`src/rtl/wk_pkg.sv`:
```
package wk_pkg;
  localparam int FLG_W     = 8;
  localparam int NIB_W     = 4;
  localparam int B_DIV     = 0;
  localparam int B_TMR0    = 1;
  localparam int B_PC      = 2;
  localparam int B_PD      = 3;
  localparam int B_RSV     = 4;
  localparam int B_SPCH    = 5;
  localparam int B_MEL     = 6;
  localparam int B_TMR1    = 7;
  localparam logic [FLG_W-1:0] LIVE_MASK = ~(FLG_W'(1) << B_RSV);

  // place the raw sources on their fixed bit positions
  function automatic logic [FLG_W-1:0] pack_events(
    input logic div, input logic t0, input logic pc, input logic pd,
    input logic sp, input logic ml, input logic t1);
    logic [FLG_W-1:0] v;
    v         = '0;
    v[B_DIV]  = div;
    v[B_TMR0] = t0;
    v[B_PC]   = pc;
    v[B_PD]   = pd;
    v[B_SPCH] = sp;
    v[B_MEL]  = ml;
    v[B_TMR1] = t1;
    return v;
  endfunction

  // clear vector built from the software operations and the interrupt
  function automatic logic [FLG_W-1:0] clear_vec(
    input logic irq, input logic lo_we, input logic [NIB_W-1:0] lo_mask,
    input logic hi_we, input logic [NIB_W-1:0] hi_data);
    logic [FLG_W-1:0] c;
    if (irq) c = '1;
    else     c = {(hi_we ? ~hi_data : '0), (lo_we ? lo_mask : '0)};
    return c;
  endfunction

  // next flags: clear first, then events, so a set always survives
  function automatic logic [FLG_W-1:0] next_flags(
    input logic [FLG_W-1:0] cur, input logic [FLG_W-1:0] ev,
    input logic [FLG_W-1:0] clr);
    return ((cur & ~clr) | ev) & LIVE_MASK;
  endfunction
endpackage

```
`src/rtl/wk_edge_det.sv`:
```
module wk_edge_det #(
  parameter int W         = 4,
  parameter bit FALL_ONLY = 1'b0
) (
  input  logic         clk,
  input  logic         rst_n,
  input  logic [W-1:0] cur,
  output logic         hit
);
  logic [W-1:0] prev_q;

  always_ff @(posedge clk or negedge rst_n) begin
    if (!rst_n) prev_q <= '0;
    else        prev_q <= cur;
  end

  generate
    if (FALL_ONLY) begin : g_fall
      assign hit = |(prev_q & ~cur);
    end else begin : g_change
      assign hit = |(prev_q ^ cur);
    end
  endgenerate
endmodule

```
`src/rtl/wk_flag_reg.sv`:
```
module wk_flag_reg
  import wk_pkg::*;
(
  input  logic             clk,
  input  logic             rst_n,
  input  logic [FLG_W-1:0] evt_vec,
  input  logic [FLG_W-1:0] clr_vec,
  output logic [FLG_W-1:0] flags
);
  logic [FLG_W-1:0] flg_q;

  always_ff @(posedge clk or negedge rst_n) begin
    if (!rst_n) flg_q <= '0;
    else        flg_q <= next_flags(flg_q, evt_vec, clr_vec);
  end

  assign flags = flg_q;
endmodule

```
`src/rtl/wk_en_reg.sv`:
```
module wk_en_reg
  import wk_pkg::*;
(
  input  logic             clk,
  input  logic             rst_n,
  input  logic             byte_we,
  input  logic [FLG_W-1:0] byte_data,
  input  logic             lo_we,
  input  logic             hi_we,
  input  logic [NIB_W-1:0] nib_data,
  output logic [FLG_W-1:0] enables
);
  logic [FLG_W-1:0] en_q;
  logic [FLG_W-1:0] en_d;

  always_comb begin
    en_d = en_q;
    if (byte_we) begin
      en_d = byte_data;
    end else begin
      if (lo_we) en_d[NIB_W-1:0]     = nib_data;
      if (hi_we) en_d[FLG_W-1:NIB_W] = nib_data;
    end
  end

  always_ff @(posedge clk or negedge rst_n) begin
    if (!rst_n) en_q <= '0;
    else        en_q <= en_d & LIVE_MASK;
  end

  assign enables = en_q;
endmodule

```
`src/rtl/wk_release.sv`:
```
module wk_release
  import wk_pkg::*;
(
  input  logic             clk,
  input  logic             rst_n,
  input  logic             hold_active,
  input  logic [FLG_W-1:0] evt_vec,
  input  logic [FLG_W-1:0] enables,
  output logic             rel_hit,
  output logic             wake_req,
  output logic [FLG_W-1:0] rel_cond
);
  logic [FLG_W-1:0] armed;
  logic             wake_q;
  logic [FLG_W-1:0] cond_q;

  assign armed   = evt_vec & enables;
  assign rel_hit = hold_active & (|armed) & ~wake_q;

  always_ff @(posedge clk or negedge rst_n) begin
    if (!rst_n) begin
      wake_q <= 1'b0;
      cond_q <= '0;
    end else begin
      wake_q <= rel_hit;
      if (rel_hit) cond_q <= armed;
    end
  end

  assign wake_req = wake_q;
  assign rel_cond = cond_q;
endmodule

```
`src/rtl/wake_evt_ctrl.sv`:
```
module wake_evt_ctrl
  import wk_pkg::*;
#(
  parameter int PORT_W = 4
) (
  input  logic              clk,
  input  logic              rst_n,
  input  logic              div_ovf,
  input  logic              tmr0_unf,
  input  logic              tmr1_unf,
  input  logic [PORT_W-1:0] port_c,
  input  logic [PORT_W-1:0] port_d,
  input  logic              spch_busy,
  input  logic              mel_busy,
  input  logic              irq_taken,
  input  logic              flg_lo_clr_we,
  input  logic [3:0]        flg_lo_clr_mask,
  input  logic              flg_hi_mov_we,
  input  logic [3:0]        flg_hi_mov_data,
  input  logic              en_byte_we,
  input  logic [7:0]        en_byte_data,
  input  logic              en_lo_we,
  input  logic              en_hi_we,
  input  logic [3:0]        en_nib_data,
  input  logic              hold_active,
  output logic [7:0]        flags,
  output logic [7:0]        enables,
  output logic [7:0]        rel_cond,
  output logic              wake_req
);
  logic             pc_chg, pd_chg, spch_end, mel_end;
  logic [FLG_W-1:0] evt_vec;
  logic [FLG_W-1:0] clr_vec;
  logic             rel_hit;

  wk_edge_det #(.W(PORT_W), .FALL_ONLY(1'b0)) u_pc_det (
    .clk(clk), .rst_n(rst_n), .cur(port_c), .hit(pc_chg));
  wk_edge_det #(.W(PORT_W), .FALL_ONLY(1'b0)) u_pd_det (
    .clk(clk), .rst_n(rst_n), .cur(port_d), .hit(pd_chg));
  wk_edge_det #(.W(1), .FALL_ONLY(1'b1)) u_spch_det (
    .clk(clk), .rst_n(rst_n), .cur(spch_busy), .hit(spch_end));
  wk_edge_det #(.W(1), .FALL_ONLY(1'b1)) u_mel_det (
    .clk(clk), .rst_n(rst_n), .cur(mel_busy), .hit(mel_end));

  assign evt_vec = pack_events(div_ovf, tmr0_unf, pc_chg, pd_chg,
                               spch_end, mel_end, tmr1_unf);
  assign clr_vec = clear_vec(irq_taken, flg_lo_clr_we, flg_lo_clr_mask,
                             flg_hi_mov_we, flg_hi_mov_data);

  wk_flag_reg u_flags (
    .clk(clk), .rst_n(rst_n), .evt_vec(evt_vec), .clr_vec(clr_vec),
    .flags(flags));

  wk_en_reg u_en (
    .clk(clk), .rst_n(rst_n), .byte_we(en_byte_we), .byte_data(en_byte_data),
    .lo_we(en_lo_we), .hi_we(en_hi_we), .nib_data(en_nib_data),
    .enables(enables));

  wk_release u_rel (
    .clk(clk), .rst_n(rst_n), .hold_active(hold_active), .evt_vec(evt_vec),
    .enables(enables), .rel_hit(rel_hit), .wake_req(wake_req),
    .rel_cond(rel_cond));
endmodule

```
`config.mk`:
```
export PLATFORM = sky130hd
export DESIGN_NAME = wake_evt_ctrl
export DESIGN_NICKNAME = d
export VERILOG_FILES = /design/src/rtl/wk_pkg.sv /design/src/rtl/wk_edge_det.sv /design/src/rtl/wk_flag_reg.sv /design/src/rtl/wk_en_reg.sv /design/src/rtl/wk_release.sv /design/src/rtl/wake_evt_ctrl.sv
export SDC_FILE = /design/constraint.sdc
export NUM_CORES = 1
export LEC_CHECK = 0
export ABC_AREA = 1
export BUFFER_PORTS_ARGS = -buffer_cell sky130_fd_sc_hd__buf_2
export CAP_MARGIN = 20
export CELL_PAD_IN_SITES_DETAIL_PLACEMENT = 1
export CELL_PAD_IN_SITES_GLOBAL_PLACEMENT = 1
export CORE_MARGIN = 3
export CORE_UTILIZATION = 35
export DETAILED_ROUTE_END_ITERATION = 6
export GPL_ROUTABILITY_DRIVEN = 0
export GPL_TIMING_DRIVEN = 0
export PLACE_DENSITY = 0.87
export SLEW_MARGIN = 30
export SYNTH_ARGS = -nofsm -noshare
export SYNTH_HDL_FRONTEND = slang
export SYNTH_SLANG_ARGS = --single-unit
```
`constraint.sdc`:
```
create_clock -name clk -period 3 [get_ports clk]
set_input_delay 0.6 -clock clk [delete_from_list [all_inputs] [get_ports clk]]
set_output_delay 0.6 -clock clk [all_outputs]
set_load 0.01 [all_outputs]
```
== Word-level counts from Yosys, hierarchy flattened ==
Cells that the tools add are included.
Word-level totals
  flip-flop bits (word level): 33
  bits of input ports: 42
  output and inout port bits: 25
  word-level logic and storage cells: 34
Cells by class
  mux-type cells: 6
  bitwise operators: 14
  reduce and logical (&&, ||, !) cells: 5
Operators by type and width (number)
  8-bit bitwise AND: 2
  4-bit two-way mux: 4
  8-bit two-way mux: 2
  8-bit inverter: 1
  8-bit OR: 1
  4-bit OR reduction: 2
  8-bit OR reduction: 1
  4-bit XOR: 2
  1-bit bitwise AND: 4
  4-bit inverter: 1
  2-bit nonzero test: 2
  1-bit inverter: 3

== Depth between registers and ports, before layout ==
Gate-level depths: netlist of run 1.
  depth after elaboration: 6
  gate-level depth with buffers: 10
  depth with buffers taken out: 10

== By module ==
Synthesis of run 1 repeated with hierarchy kept, for this count alone.
Unflattened totals
  cell total of the unflattened synthesis: 220
  area total of the unflattened synthesis: 1614.0 µm²
Modules (own cells, without submodules)
  wk_release: instances 1, cells each 60, area an instance 462.9 µm², sequential area each 225.2 µm²
  wk_edge_det at u_pc_det ...: instances 2, cells each 27, area an instance 186.4 µm², sequential area each 100.1 µm²
  wk_en_reg: instances 1, cells each 41, area an instance 334.1 µm², sequential area each 175.2 µm²
  wk_flag_reg: instances 1, cells each 37, area an instance 291.5 µm², sequential area each 175.2 µm²
  wake_evt_ctrl: instances 1, cells each 22, area an instance 82.6 µm², sequential area each 0.0 µm²
  wk_edge_det at u_mel_det ...: instances 2, cells each 3, area an instance 35.0 µm², sequential area each 25.0 µm²

== Worst setup path after synthesis of run 1 ==
OpenSTA, ideal clock, no wires.
  path kind: input-to-reg
  start: input port_c[1]
  end: register u_rel.cond_q[0] (netlist: u_rel.rel_cond[0])
  setup time: 0.117 ns
  arrival time: 1.192 ns
  required time: 2.883 ns
  path slack: 1.690 ns
  stages on the path: 9
  path buffers: 0
  cell sequence: inv_1 -> nand2_1 -> nand2_1 -> nor2_2 -> nand2_2 -> nand2_4 -> nand3_2 -> nand3_1 -> nand2_1
Between the ends
  longest elaborated chain between the ends: 6
Ends and longest elaborated chain
  from (decl): RTL line wake_evt_ctrl.sv:11  | input logic [PORT_W-1:0] port_c,
  4-bit XOR: RTL line wk_edge_det.sv:21  | assign hit = |(prev_q ^ cur);
  4-bit OR reduction: RTL line wk_edge_det.sv:21
  8-bit bitwise AND: RTL line wk_release.sv:17  | assign armed = evt_vec & enables;
  8-bit OR reduction: RTL line wk_release.sv:18  | assign rel_hit = hold_active & (|armed) & ~wake_q;
  1-bit bitwise AND (2 in series): RTL line wk_release.sv:18
  to (signal assigned): RTL line wk_release.sv:26  | if (rel_hit) cond_q <= armed;
  to (decl): RTL line wk_release.sv:15  | logic [FLG_W-1:0] cond_q;
No other way between the ends.
A chain may end at the register's enable or synchronous reset.

== Worst setup path after layout of run 1 ==
  start: register u_en.en_q[2] (netlist: u_en.enables[2])
  end: output enables[2]
RTL lines
  from (decl): RTL line wk_en_reg.sv:13  | logic [FLG_W-1:0] en_q;
  from (signal assigned): RTL line wk_en_reg.sv:28  | else en_q <= en_d & LIVE_MASK;
  to (decl): RTL line wake_evt_ctrl.sv:27  | output logic [7:0] enables,
No word-level cell between the ends.

==> parameters.txt, run 1 <==
Parameter                              Value

Route
  Total length of routed wires    a little under 4 mm
  Routed length on met1    ~1.7 mm
  WL met2    about 1.9 mm
  Highest metal used    met4
  Final routed wire length divided by cell count    between 10 and 15 µm
  Via count normalized by instance count    ~4.7
  Via total after detailed routing    1392
  # DRC    0
  Number of optimization iterations in the first detailed-route pass    4
  Detailed router's first-iteration violation count    28
  Routed length on met3    approximately 340 µm
  Number of antenna-violating nets in the routed design    0

Floorplan
  Rows    23
  Area of the core    0.004058 mm²
  Initial core utilization    0.3691
  Number of top-level pins    between 60 and 70
  Die Area    between 0.005 and 0.006 mm²
  Floorplan die height    about 70 µm
  Chip width    between 70 and 80 µm

Clock network
  Post-cts gate resize count    0
  Clock tree from TritonCTS    done
  Total clock buffers created by CTS    5
  Post-CTS setup-driven buffer insertion count    0
  Root cell of the clock tree    clkbuf_8
  H-Tree Depth    2
  Insertion delay of the later-clocked pin in the worst-skew pair    280 ps
  Worst-path clk slew    70 ps
  Quantity of hold-fixing buffers added after cts    0
  Clock Path Buffers    2
  Total clock sinks    32

Pwr
  PD cells    roughly 540 mW/mm²
  Maximum resistive drop on vdd    roughly 0.23 mV
  Leak Pwr    1.166 nW

Global routing
  Via count of the first global-routing pass    1460
  Wire length of the first global-routing pass    6.748 mm
  Total routing resource utilization after global routing    0.1689
  Largest net degree at the start of global routing    33
  Overall overflow remaining after global route    0
  Initial antenna violation count    0

Cells and area
  Number of fillers in the final layout    ~530
  Layout cells sized above 1    0.3454
  Post-layout net count    290
  Number of diodes added for antenna fixing    0
  Area growth from synthesis to layout    30.91%

Critical path
  Worst path cell trace    buf_2
  Largest stage delay on the critical path    about 460 ps
  Sort of element at the start of the critical path    flip-flop
  Critical path capture point type    output port
  Slack of the worst reg-to-reg path    between 1500 and 2000 ps
  Setup CP Type    flip-flop to output port
  Crit path max-delay cell type    dfrtp_1
  Delay-heaviest family, CP    flip-flops
  Number of buffers and inverters on the critical path    1
  Arrival time at the worst endpoint    slightly above 900 ps
  Required time at the worst-slack endpoint    approximately 2400 ps
  Critical path fanouts, max    4

Timing
  Worst slew slack as a fraction of its limit    0.5040
  Transition time at the pin with the least slew margin    between 700 and 800 ps
  Final period demand of the worst path    roughly 1500 ps
  Number of setup violations in the final report    0
  Post-Route Setup TNS    0 ps
  Maximum achievable frequency    approximately 660 MHz
  Portion of the clock cycle consumed by the worst path in the final layout    0.5018
  Clk_skew    between 10 and 15 ps
  Number of hold violations in the final report    0
  Setup slack of the critical path after layout    1494 ps
  Final count of pins violating max slew    0
  Unrepaired setup endpoints after global routing    false

Synthesis
  XOR/XNOR share of the synthesized area    0
  Number of synthesized flops with an enable pin    0
  Yosys warns    0
  Cell count after synthesis    roughly 180
  Combined area of all synthesized cells    ~0.0015 mm²
  Post-Synth Adder-Cell Area    0
  Simple-gate share of the synthesized area    0.3400
  Synthesized flop and latch total    32
  Post-synth ARST share    1.000
  Mux cell area share after synthesis    0
  Share of the synthesized area in the top cell type    0.5347
  Seq/Total Area, Yosys    0.5347
  Synth Area in Compound Gates    0.03676
  Largest area contributor in the netlist    dfrtp_1
  Largest cells by area after synthesis    dfrtp_1, nand2_1, nand3_1
  Leading register cell type out of synthesis    dfrtp_1
  Top cells by instance count after synthesis    nand2_1, dfrtp_1, nand3_1, inv_1, nor2_1
  Cell with the most instances after synthesis    nand2_1
  Distinct cell type count of the synthesized netlist    19
  Synthesized area per cell    8.367 µm²
  Main combinational cell family by area after synthesis    simple AND/OR/NAND/NOR gates

Hold path
  Worst min-delay path category    input port to async pin

Place
  HPWL Detailed    approximately 3.1 mm
  Place WS    approximately 1400 ps
  Port bufs    60

Outcome
  Outcome    finished clean

Flow run
  # Max-Cap Violations    0
-- cell type report --
cell class / instances / area, µm² / share of cell area
Buffer: 4 / 27.53 / 0.01404
Clock buffer: 6 / 82.58 / 0.04212
Clock inverter: 2 / 10.01 / 0.005105
Inverter: 27 / 101.3 / 0.05169
Multi-Input combinational cell: 118 / 575.6 / 0.2936
Sequential cell: 32 / 800.8 / 0.4084
Tap cell: 50 / 62.56 / 0.03191
Timing Repair Buffer: 60 / 300.3 / 0.1532
-- per-layer routing --
layer | track usage | vias up
met5 | 0 | -
met4 | 0.04384 | 0
met3 | 0.06311 | 2
met2 | 0.2867 | 42
met1 | 0.2018 | 663
li1 | - | 685
-- sequential cells by signal, summed over array words and instances (netlist names) --
signal	flops
u_en.enables	7
u_flags.flags	7
u_rel.rel_cond	7
u_pc_det.prev_q	4
u_pd_det.prev_q	4
u_mel_det.prev_q	1
u_rel.wake_req	1
u_spch_det.prev_q	1
-- power by group --
group          total [mW]  switching (mW)  leakage, nW  internal (mW)
clock network       0.346           0.163       0.0510          0.183
registers           0.500          0.0275        0.382          0.473
logic               0.208           0.123        0.733         0.0854
total                1.05           0.313         1.17          0.741
-- cells in the final DEF (no fill, tap or decap) --
cell type  count
buf_2         61
nor2_2         2
nor2_4         2
nand2_4        3
clkbuf_8       6
a31o_1         2
nand2_2        2
conb_1         3
a31o_2         2
clkinv_2       2
nor2_1        11
buf_4          3
inv_2          1
nand3_2        1
dfrtp_1       32
nand2_8        1
o22ai_1        2
inv_1         26
nand2_1       59
nand3_1       27
o21bai_1       1
-- final timing paths --
check | cells past startpoint | endpoint | from
setup / recovery | 1 | enables[2] | u_en.enables[2]$_DFFE_PN0P_
max in group asynchronous | 1 | u_flags.flags[3]$_DFF_PN0_ | rst_n
hold reg to reg | 2 | u_rel.rel_cond[3]$_DFFE_PN0P_ | u_rel.rel_cond[3]$_DFFE_PN0P_
hold / removal | 1 | u_pc_det.prev_q[3]$_DFF_PN0_ | rst_n
setup reg to reg | 8 | u_rel.rel_cond[7]$_DFFE_PN0P_ | u_mel_det.prev_q$_DFF_PN0_
min in group clk | 1 | u_pc_det.prev_q[1]$_DFF_PN0_ | port_c[1]
-- through the flow --
| stage | utilization | instances | instance area (µm²) | hold slack, ps | total power, mW |
|---|---|---|---|---|---|
| floorplan | - | 181 | 1505 | 304.4 | 0.6201 |
| global placement | 0.4604 | 291 | 1868 | 450.3 | 0.7103 |
| detailed placement | 0.4604 | 291 | 1868 | 454.4 | 0.7200 |
| CTS | 0.4832 | 299 | 1961 | 393.1 | 1.074 |
| global route | 0.4832 | 299 | 1961 | 417.9 | 1.117 |
| finish | 0.4832 | 299 | 1961 | 371.4 | 1.054 |
-- cell families after synthesis --
| logic type | count (synthesis) |
|---|---|
| AO/OA/AOI/OAI | 7 |
| buffers and inverters | 31 |
| flip-flops | 32 |
| other | 1 |
| AND/OR/NAND/NOR | 108 |
No activity file was read; power rests on OpenSTA's default activity.
==> run 2, diff against run 1 <==
Settings changed: CORE_UTILIZATION 35 to 29, PLACE_DENSITY 0.87 to 0.78.
Clock period 3 ns to 1.25 ns, I/O delays scaled along.
==> run 2 against run 1 <==
  * Clock skew is 7.1 ps lower
  * Combinational power is 140% higher
  * Sequential power grew 140%
  * Global-route usage down 3.3 points
  * First-iteration DRC count decreased by 18%
  * Count of clock-buffer cells in the layout up 1
  * Cell count up 5.7%
  * Critical path type is now flip-flop to flip-flop
==> parameters.txt, run 2 (synthesis results as in run 1) <==
Parameter                              Value

Critical path
  Slack of the worst reg-to-reg path    40 ps
  Origin of the worst setup path    u_pd_det.prev_q[0]$_DFF_PN0_
  Critical path fanouts, max    8
  Required time at the worst-slack endpoint    ~1400 ps
  Critical path capture point type    flip-flop
  Number of buffers and inverters on the critical path    2
  Worst path cell trace    nand2_1 > inv_1 > nor2_1 > nor2_1 > nand2_1 > nand2_2 > inv_2 > nand2_4 > nand3_1 > nand2_1
  Setup CP Type    flip-flop to flip-flop
  Sort of element at the start of the critical path    flip-flop
  Most numerous cell on the critical path    nand2_1
  Delay-heaviest family, CP    simple AND/OR/NAND/NOR gates
  Source of the worst register-to-register timing path    u_pd_det.prev_q[0]$_DFF_PN0_
  Arrival time at the worst endpoint    1370 ps
  Crit path max-delay cell type    dfrtp_1
  Largest stage delay on the critical path    approximately 370 ps

Clock network
  Total clock buffers created by CTS    5
  Clock Path Buffers    2
  Root cell of the clock tree    clkbuf_8
  Worst-path clk slew    approximately 60 ps
  Insertion delay of the later-clocked pin in the worst-skew pair    270 ps
  Clock tree from TritonCTS    done
  Total clock sinks    32
  H-Tree Depth    2

Global routing
  Via count of the first global-routing pass    roughly 1400
  Total routing resource utilization after global routing    0.1357
  Overall overflow remaining after global route    0
  Initial antenna violation count    0
  Largest net degree at the start of global routing    33
  Wire length of the first global-routing pass    around 6.5 mm

Route
  Final routed wire length divided by cell count    around 12 µm
  Detailed router's first-iteration violation count    23
  # DRC    0
  Via count normalized by instance count    ~4.3
  Number of antenna-violating nets in the routed design    0
  Total length of routed wires    3.764 mm
  Number of optimization iterations in the first detailed-route pass    4
  Via total after detailed routing    1368

Cells and area
  Area growth from synthesis to layout    33.42%
  Post-layout utilization of the core    0.4121
  Layout cells sized above 1    0.3494
  Commonest cells after routing, fill and taps aside    buf_2, nand2_1, dfrtp_1, inv_1, nand3_1
  Post-layout net count    a little under 300
  Number of diodes added for antenna fixing    0
  Leading cell type in the layout, fill and taps excluded    buf_2

Pwr
  Net switching share of the total power    0.2775
  Maximum resistive drop on vdd    roughly 0.47 mV
  Gate power share    0.196
  Internal power summed over all cells    between 1.5 and 2 mW
  PD cells    1270 mW/mm²
  Share of power burned in registers    0.472
  Relative contribution of the clock network to total power    0.332
  Switching power summed over all nets    just over 700 µW
  Leak Pwr    1.170 nW

Timing
  Final period demand of the worst path    1206 ps
  Worst slew slack as a fraction of its limit    0.5275
  Unrepaired setup endpoints after global routing    true
  Transition time at the pin with the least slew margin    a little over 700 ps
  Final count of pins violating max slew    0
  Clk_skew    ~3.8 ps
  Portion of the clock cycle consumed by the worst path in the final layout    0.9651
  Number of setup violations in the final report    0
  Maximum achievable frequency    828.9 MHz
  Hold Slack    around 22 ps
  Number of hold violations in the final report    0

Floorplan
  Chip width    between 70 and 80 µm
  Floorplan die height    77.87 µm
  Rows    25
  Number of top-level pins    67
  Area of the core    a little under 0.005 mm²
  Initial core utilization    0.3089
  Die Area    0.006063 mm²

Flow run
  # Max-Cap Violations    0

Place
  Port bufs    60
  HPWL Detailed    slightly above 3 mm

Outcome
  Outcome    finished clean

Hold path
  Worst min-delay path category    input port to async pin
[run 2: changes by cell type in the layout (fill, tap and decap cells not counted)]
cell,before,now
clkinv_2,2,0
buf_4,3,4
clkbuf_8,6,7
nand3_1,27,26
nand3_2,1,2
[run 2: stage by stage]
| step | cells | cell area, µm² | setup TNS [ps] | worst slack (ps) | total power, mW |
|---|---|---|---|---|---|
| floorplan | 181 | 1505 | 0 | 135.8 | 1.488 |
| global placement | 308 | 1889 | 0 | 43.40 | 1.710 |
| detailed placement | 308 | 1889 | -3.197 | -3.197 | 1.725 |
| CTS | 316 | 1998 | -16.19 | -9.054 | 2.589 |
| global route | 316 | 1998 | -422.8 | -79.93 | 2.707 |
| finish | 316 | 1998 | 0 | 43.57 | 2.537 |
[run 2: worst paths after layout]
check	cells after the start	to
hold reg to reg	2	u_rel.rel_cond[3]$_DFFE_PN0P_
setup reg to reg	10	u_rel.rel_cond[7]$_DFFE_PN0P_
hold / removal	1	u_flags.flags[0]$_DFF_PN0_
setup / recovery	10	u_rel.rel_cond[7]$_DFFE_PN0P_
max in group asynchronous	1	u_spch_det.prev_q$_DFF_PN0_
min in group clk	1	u_pc_det.prev_q[2]$_DFF_PN0_
[run 2: routing by layer]
layer  part of all wire  GRT usage  vias up
li1                   -          -      688
met1               0.42     0.1612      630
met2               0.49     0.2295       43
met3              0.079    0.05684        7
met4             0.0085    0.02669        0
met5                  0          0        -
[run 2: power by group through the flow]
stage | sequential (mW) | clock (mW) | combinational (mW)
finish | 1.20 | 0.841 | 0.498
global route | 1.21 | 0.929 | 0.567
global placement | 1.22 | 0 | 0.494
detailed placement | 1.22 | 0 | 0.508
CTS | 1.20 | 0.877 | 0.514
floorplan | 1.25 | 0 | 0.235
[run 2: final cells by class]
| cell class | instances | area (µm²) |
|---|---|---|
| fillers | 633 | 2850 |
| flip-flops and latches | 32 | 800.8 |
| multi-input cells | 118 | 580.6 |
| repair buffers | 61 | 307.8 |
| inverters | 27 | 101.3 |
| clock buffers | 7 | 96.34 |
| well taps | 67 | 83.83 |
| plain buffers | 4 | 27.53 |
[run 2: what timing repair did]
action | 4_1_cts | 5_1_grt
endpoints found under the setup margin | 4 | 6
pin swaps | 1 | 1
hold buffers | 0 | 0
setup buffers | 1 | 0
gates resized for setup | 1 | 0
==> run 3, diff against run 2 <==
Settings changed: CORE_ASPECT_RATIO set to 0.9.
==> run 3 against run 2 <==
  * Worst setup slack better by 6.1 ps
  * Sequential share of layout area is 0.42 points lower
  * Total power is 2.8% lower
  * Combinational power is 4.8% higher
  * Count of clock-buffer cells in the layout is 1 lower
  * Maximum frequency is 0.51% higher
  * Critical path type unchanged
  * Critical endpoint is now u_rel.rel_cond[6]$_DFFE_PN0P_
  * Largest cell class unchanged
  * Highest routed layer unchanged
==> parameters.txt, run 3 (synthesis results as in run 1) <==
Parameter                              Value

Global routing
  Via count of the first global-routing pass    approximately 1400
  Initial antenna violation count    0
  Overall overflow remaining after global route    0
  Largest net degree at the start of global routing    33
  Total routing resource utilization after global routing    0.1452
  Wire length of the first global-routing pass    ~6.5 mm

Route
  Final routed wire length divided by cell count    approximately 13 µm
  Routed length on met3    approximately 300 µm
  # DRC    0
  Detailed router's first-iteration violation count    65
  WL met2    roughly 1.9 mm
  Number of antenna-violating nets in the routed design    0
  Number of optimization iterations in the first detailed-route pass    4
  Total length of routed wires    3.958 mm
  Via total after detailed routing    1385
  Routed length on met1    about 1.7 mm
  Via count normalized by instance count    4.397
  Highest metal used    met4

Cells and area
  Layout cells sized above 1    0.3800
  Area growth from synthesis to layout    34.84%
  Commonest cells after routing, fill and taps aside    buf_2, nand2_1, dfrtp_1, inv_1, nand3_1
  Number of diodes added for antenna fixing    0
  Post-layout utilization of the core    0.4101
  Cell Count, Final, Fillers Out    between 300 and 400
  Leading cell type in the layout, fill and taps excluded    buf_2
  Post-layout net count    between 200 and 300

Floorplan
  Floorplan die height    approximately 74 µm
  Number of top-level pins    67
  Chip width    approximately 82 µm
  Initial core utilization    0.3041
  Rows    24
  Area of the core    approximately 0.0049 mm²
  Die Area    0.006064 mm²

Critical path
  Reg-to-reg critical path endpoint    u_rel.rel_cond[6]$_DFFE_PN0P_
  Required time at the worst-slack endpoint    around 1400 ps
  Count of cell instances traversed by the critical path    6
  Capture point of the worst path    u_rel.rel_cond[6]$_DFFE_PN0P_
  Critical path capture point type    flip-flop
  Origin of the worst setup path    u_en.enables[7]$_DFFE_PN0P_
  Worst path cell trace    nand2_1 > nand3_1 > nor2_4 > nand3_2 > nand3_1 > nand2_1
  Number of buffers and inverters on the critical path    0
  Largest stage delay on the critical path    approximately 400 ps
  Delay-heaviest family, CP    simple AND/OR/NAND/NOR gates
  Source of the worst register-to-register timing path    u_en.enables[7]$_DFFE_PN0P_
  Slack of the worst reg-to-reg path    slightly below 50 ps
  Crit path max-delay cell type    dfrtp_1
  Sort of element at the start of the critical path    flip-flop
  Setup CP Type    flip-flop to flip-flop
  Register-to-Register Path Depth    6
  Arrival time at the worst endpoint    around 1400 ps
  Critical path fanouts, max    5

Timing
  Transition time at the pin with the least slew margin    741.6 ps
  Worst slew slack as a fraction of its limit    0.5056
  Portion of the clock cycle consumed by the worst path in the final layout    0.9603
  Maximum achievable frequency    833.1 MHz
  Clk_skew    between 2 and 3 ps
  Number of hold violations in the final report    0
  Final count of pins violating max slew    0
  Final period demand of the worst path    roughly 1200 ps
  Number of setup violations in the final report    0
  Unrepaired setup endpoints after global routing    true

Pwr
  Leak Pwr    approximately 1.2 nW
  Total power    about 2.5 mW
  Maximum resistive drop on vdd    around 0.45 mV
  PD cells    1221 mW/mm²

Hold path
  Worst min-delay path category    input port to async pin

Place
  Port bufs    60
  HPWL Detailed    ~3.2 mm
  Placed Cells incl. Taps    306

Clock network
  Root cell of the clock tree    clkbuf_8
  Clock tree from TritonCTS    done
  Quantity of hold-fixing buffers added after cts    0
  Worst-path clk slew    about 60 ps
  Total clock buffers created by CTS    5
  Clock Path Buffers    2
  H-Tree Depth    2
  Total clock sinks    32
  Insertion delay of the later-clocked pin in the worst-skew pair    between 200 and 300 ps

Flow run
  # Max-Cap Violations    0

Outcome
  Outcome    finished clean
run 3: worst reg2reg max path: cells and delay by family (launching register included):
kind | cells | cell delay [ps]
and+or+nand+nor | 6 | 700
DFF | 1 | 400
run 3: worst min path at each step:
stage | start | end | cells past startpoint
finish | rst_n | u_rel.rel_cond[7]$_DFFE_PN0P_ | 1
global route | rst_n | u_flags.flags[1]$_DFF_PN0_ | 1
floorplan | rst_n | u_en.enables[0]$_DFFE_PN0P_ | 0
detailed placement | rst_n | u_en.enables[2]$_DFFE_PN0P_ | 1
global placement | rst_n | u_rel.rel_cond[7]$_DFFE_PN0P_ | 1
CTS | rst_n | u_en.enables[2]$_DFFE_PN0P_ | 1
run 3: per-layer routing:
layer  GRT usage  vias up
met5           0        -
met1      0.1717      643
li1            -      690
met3     0.05811        7
met2      0.2377       45
met4     0.05535        0
run 3: layout make-up:
type,count,area (µm²)
buffer,4,27.53
clock buffer,6,72.57
clock inverter,1,5.005
fill,644,2905
inverter,27,101.3
multi-input combinational,118,615.6
sequential,32,800.8
tap,65,81.33
timing repair buffer,62,315.3
run 3: repair_timing:
item / in CTS / in global routing
setup endpoints to repair: 0 / 8
gates resized for setup: 0 / 9
buffers inserted: 0 / 2
hold endpoints to repair: 0 / 0
run 3: power breakdown:
part	total, mW	internal [mW]	switching, mW
combinational	0.522	0.217	0.305
clock	0.737	0.378	0.360
sequential	1.21	1.14	0.0698
total	2.47	1.73	0.735
run 3: metrics by stage:
stage	worst slack, ps	setup TNS, ps	hold slack [ps]	instance area, µm²
floorplan	135.8	0	-45.59	1505
detailed placement	14.15	0	357.3	1887
global route	-84.70	-518.5	79.37	2019
global placement	46.73	0	353.0	1887
CTS	2.035	0	40.24	1964
finish	49.66	0	25.71	2019
